$ cat src/rtl/stream_fifo_irq.sv
module stream_fifo_irq #(
  parameter int NUM_LINKS = 4,
  parameter int RX_DEPTH  = 8,
  parameter int TX_DEPTH  = 8
) (
  input  logic                 clk,
  input  logic                 rst_n,
  input  logic                 mod_en,
  input  logic [31:0]          irq_cfg,
  input  logic [NUM_LINKS-1:0] rx_empty,
  input  logic [NUM_LINKS-1:0] rx_half,
  input  logic [NUM_LINKS-1:0] tx_full,
  input  logic [NUM_LINKS-1:0] tx_half,
  input  logic                 data_rd,
  input  logic                 data_wr,
  input  logic                 ctrl_wr,
  output logic                 irq_rx,
  output logic                 irq_tx
);
  localparam int FW = 8;
  localparam bit RX_FORCE_HALF = (RX_DEPTH == 1);
  localparam bit TX_FORCE_HALF = (TX_DEPTH == 1);

  logic [NUM_LINKS-1:0] rx_en, rx_mode, tx_en, tx_mode;
  logic [NUM_LINKS-1:0] rx_sel, tx_sel, rx_cond_q, tx_cond_q;
  logic [NUM_LINKS-1:0] set_rx, set_tx, rx_pend, tx_pend, rx_pend_nxt, tx_pend_nxt;
  logic clr_rx, clr_tx, set_rx_any, set_tx_any;
  logic unused_cfg;

  assign rx_en   = irq_cfg[0*FW +: NUM_LINKS];
  assign rx_mode = irq_cfg[1*FW +: NUM_LINKS];
  assign tx_en   = irq_cfg[2*FW +: NUM_LINKS];
  assign tx_mode = irq_cfg[3*FW +: NUM_LINKS];
  assign unused_cfg = ^irq_cfg;

  for (genvar i = 0; i < NUM_LINKS; i++) begin : g_link
    assign rx_sel[i] = (RX_FORCE_HALF || rx_mode[i]) ? rx_half[i] : ~rx_empty[i];
    assign tx_sel[i] = (TX_FORCE_HALF || tx_mode[i]) ? ~tx_half[i] : ~tx_full[i];
  end

  assign set_rx = {NUM_LINKS{mod_en}} & rx_en & rx_sel & ~rx_cond_q;
  assign set_tx = {NUM_LINKS{mod_en}} & tx_en & tx_sel & ~tx_cond_q;
  assign set_rx_any = |set_rx;
  assign set_tx_any = |set_tx;

  assign clr_rx = data_rd | ctrl_wr | ~mod_en;
  assign clr_tx = data_wr | ctrl_wr | ~mod_en;

  assign rx_pend_nxt = set_rx | (rx_pend & {NUM_LINKS{~clr_rx}});
  assign tx_pend_nxt = set_tx | (tx_pend & {NUM_LINKS{~clr_tx}});

  always_ff @(posedge clk or negedge rst_n) begin
    if (!rst_n) begin
      rx_cond_q <= '0;
      tx_cond_q <= '0;
      rx_pend   <= '0;
      tx_pend   <= '0;
      irq_rx    <= 1'b0;
      irq_tx    <= 1'b0;
    end else begin
      rx_cond_q <= rx_sel;
      tx_cond_q <= tx_sel;
      rx_pend   <= rx_pend_nxt;
      tx_pend   <= tx_pend_nxt;
      irq_rx    <= |rx_pend_nxt;
      irq_tx    <= |tx_pend_nxt;
    end
  end
endmodule

$ cat config.mk
export PLATFORM = sky130hd
export DESIGN_NAME = stream_fifo_irq
export DESIGN_NICKNAME = d
export VERILOG_FILES = /design/src/rtl/stream_fifo_irq.sv
export SDC_FILE = /design/constraint.sdc
export NUM_CORES = 1
export LEC_CHECK = 0
export BUFFER_PORTS_ARGS = -buffer_cell sky130_fd_sc_hd__buf_2
export CORE_MARGIN = 2
export CORE_UTILIZATION = 37
export CTS_BUF_LIST = sky130_fd_sc_hd__clkbuf_8
export DETAILED_ROUTE_END_ITERATION = 10
export GPL_TIMING_DRIVEN = 1
export PLACE_DENSITY = 0.82
export REMOVE_ABC_BUFFERS = 1
export SKIP_LAST_GASP = 1
export SYNTH_ARGS = -nofsm -noshare
export SYNTH_HDL_FRONTEND = slang
export SYNTH_SLANG_ARGS = --single-unit
$ cat constraint.sdc
create_clock -name clk -period 1.25 [get_ports clk]
set_input_delay 0.3125 -clock clk [delete_from_list [all_inputs] [get_ports clk]]
set_output_delay 0.3125 -clock clk [all_outputs]
set_load 0.01 [all_outputs]
==> results by group <==
STA
  – Final min period: 1.312 ns
  – Post-route setup slack: -0.06221 ns
  – Unrepaired setup endpoints after global routing: yes
  – Relative slew slack: 0.7118
  – Layout Skew: 0.0008895 ns
  – Max-slew violation count: 0
  – Measured slew at the worst slew-check pin: 0.4314 ns
  – Final hold vios: 0
  – Final hold slack: 0.2599 ns
  – Period Utilization, post-route: 1.050
  – Peak Freq: 762.1 MHz
  – Setup violators final: 1

Routing
  – Via count: 636
  – Initial DRT Pass Iterations: 2
  – Avg Vias per Cell: between 4 and 5
  – Residual DRC: 0
  – Starting DRC count in detailed routing: 2
  – WL/cell: 11.24 um
  – WL final: 1528 um
  – Antenna viol nets, final: 0

Finish
  – Layout cells sized above 1: 0.4404
  – Synth-to-layout area growth: 41.65%
  – Multi-input gate area in the final layout: 304.0 um^2
  – Ant diodes: 0
  – Fillers: just over 200
  – Seq. cell area: 450.4 um^2
  – Final #Nets: approximately 160

Global route
  – Busiest grt layer: met2
  – Global-route met2 utilization: 0.2444
  – Met3 GRT Util: 0.02424
  – Largest net degree at the start of global routing: 19
  – GR met1 Demand/Resource: 0.1743
  – GR Overflow Total: 0
  – Antenna violations before repair: 0
  – First-pass GRT wire length: 2642 um
  – Global Route Usage Sum: 0.1413
  – Vias in the first global route: 668

Floorplanning
  – Initial core utilization: 0.3935
  – Rows: 16
  – I/O pin total: 56
  – DIE HEIGHT: 49.68 um
  – Die W: 49.68 um
  – Core area: 0.001962 mm^2
  – Die area: between 0.002 and 0.0025 mm^2

Power and ir drop
  – Leakage: 0.6008 nW
  – PD cells: 1144 mW/mm^2
  – Combinational share of power: 0.134
  – Seq pwr share: 0.502
  – Clock power frac: 0.364
  – NetSw: 0.2553 mW
  – Switching share of power: 0.2041
  – Int Power: 0.9953 mW
  – Peak supply drop: 0.0005471 V

CTS
  – Clock Pin Slew Worst Setup and Hold Paths: 0.06 ns
  – CTS buffer count: 3
  – Max Buffers Root-to-Sink: 2
  – Clk_lat worst skew: 0.24 ns
  – Post-CTS setup buffers: 0
  – CTS tree: yes
  – Clock Tree Root: clkbuf_8
  – CTS sink count: 18
  – H-tree depth: 1

Placed design
  – GPL Wtd Cong: roughly 0.75
  – DP Wirelength: 1237 um
  – Place WS: -0.2347 ns
  – # port buffers: 39

Run status
  – Status: finished with violations
  – Failing checks: negative setup slack

Logic synthesis
  – Mean Syn Cell Area: 12.45 um^2
  – FF+latch count, synth: 18
  – Yosys warning total: 0
  – Synth cell types: 15
  – Mapped cell area: a little under 800 um^2
  – Register area share after synthesis: 0.5835
  – Syn Inst Count: 62

Critical path
  – Max FO, Critical Path: 2
  – CP required: 1.37 ns
  – CP Class: reg -> reg
  – CP Launch Type: register
  – Crit end category: register
  – CP arrival: around 1.4 ns

Job
  – Max-cap violations: 0

Hold path
  – HP Class: in -> reg
==> path summary, 6_finish.rpt <==
path                              startpoint      endpoint  slack (ns)  cells after the start
min in group asynchronous              rst_n    tx_pend[2]        0.52                      2
worst max-delay path            tx_cond_q[2]        irq_tx       -0.06                      3
worst min register to register    tx_pend[2]    tx_pend[2]        0.48                      1
worst max register to register  tx_cond_q[2]        irq_tx       -0.06                      3
max in group asynchronous              rst_n    rx_pend[0]        0.44                      2
worst min-delay path              tx_full[3]  tx_cond_q[3]        0.26                      2
==> critical path: stages, from the launching register on <==
cell and delay (ns):
dfrtp_1 0.31, and2b_1 0.17, a32o_2 0.24, or4_1 0.46
==> metal layers <==
layer  share of wire  vias up
met5               0        -
met4          0.0026        0
met3           0.080        2
met2            0.48       28
met1            0.44      284
li1                -      322
==> layout make-up <==
| class | count | area share |
|---|---|---|
| Clock buffer | 4 | 0.05034 |
| Tap cell | 27 | 0.03089 |
| Timing Repair Buffer | 44 | 0.2151 |
| Multi-Input combinational cell | 39 | 0.2780 |
| Sequential cell | 18 | 0.4119 |
| Inverter | 4 | 0.01373 |
==> per-stage QoR <==
step / total power, mW / setup TNS (ns) / instance area (um^2) / instances / utilization
CTS: 1.271 / -0.07176 / 1094 / 136 / 0.5574
global placement: 0.7995 / -0.4144 / 1027 / 131 / 0.5236
detailed placement: 0.8060 / -0.4761 / 1027 / 131 / 0.5236
floorplan: 0.7015 / -0.08479 / 768.2 / 61 / -
finish: 1.251 / -0.06221 / 1094 / 136 / 0.5574
global route: 1.324 / -0.1146 / 1094 / 136 / 0.5574
==> cell usage in the layout, fill, tap and decap left out, drive strengths merged <==
cell	n
buf	43
dfrtp	18
nand2b	8
and3b	4
nor4bb	4
a31oi	4
inv	4
mux2i	4
and2	4
clkbuf	4
a32o	4
nor2b	3
and2b	1
nor3b	1
nand4	1
or4	1
dlygate4sd3	1
==> state kept, by name, summed over array words and instances (netlist names) <==
signal	cells
irq_rx	1
irq_tx	1
rx_cond_q	4
rx_pend	4
tx_cond_q	4
tx_pend	4
==> cells by family after synthesis <==
| kind of cell | count (synthesis) | synth area share |
|---|---|---|
| multiplexers | 4 | 0.05187 |
| flip-flops | 18 | 0.5835 |
| AO/OA/AOI/OAI | 8 | 0.08428 |
| AND/OR/NAND/NOR | 27 | 0.2561 |
| buffers and inverters | 5 | 0.02430 |
==> synth_stat cells, drive strengths merged <==
master,count,area [um^2]
a31oi,4,25.02
nor3b,1,7.510
dfrtp,18,450.4
mux2i,4,40.04
inv,4,15.01
nor4bb,4,40.04
nand2b,8,50.05
nand4,1,6.260
or4,1,7.510
and3b,4,35.03
nor2b,3,18.77
a32o,4,40.04
clkbuf,1,3.750
and2b,1,7.510
and2,4,25.02
==> repair_timing <==
item | CTS | global route
pin swaps | 2 | 0
cloned | 0 | 0
hold buffers | 1 | 0
endpoints found under the setup margin | 1 | 1
gates resized for setup | 1 | 0
hold endpoints to repair | 18 | 0
==> power by group through the flow <==
stage / registers [mW] / clock network, mW / logic [mW]
final: 0.628 / 0.455 / 0.167
after CTS: 0.629 / 0.471 / 0.171
after global placement: 0.638 / 0 / 0.162
after global routing: 0.631 / 0.504 / 0.189
after floorplan: 0.642 / 0 / 0.0598
after detailed placement: 0.639 / 0 / 0.167
No activity file was read; power rests on OpenSTA's default activity.
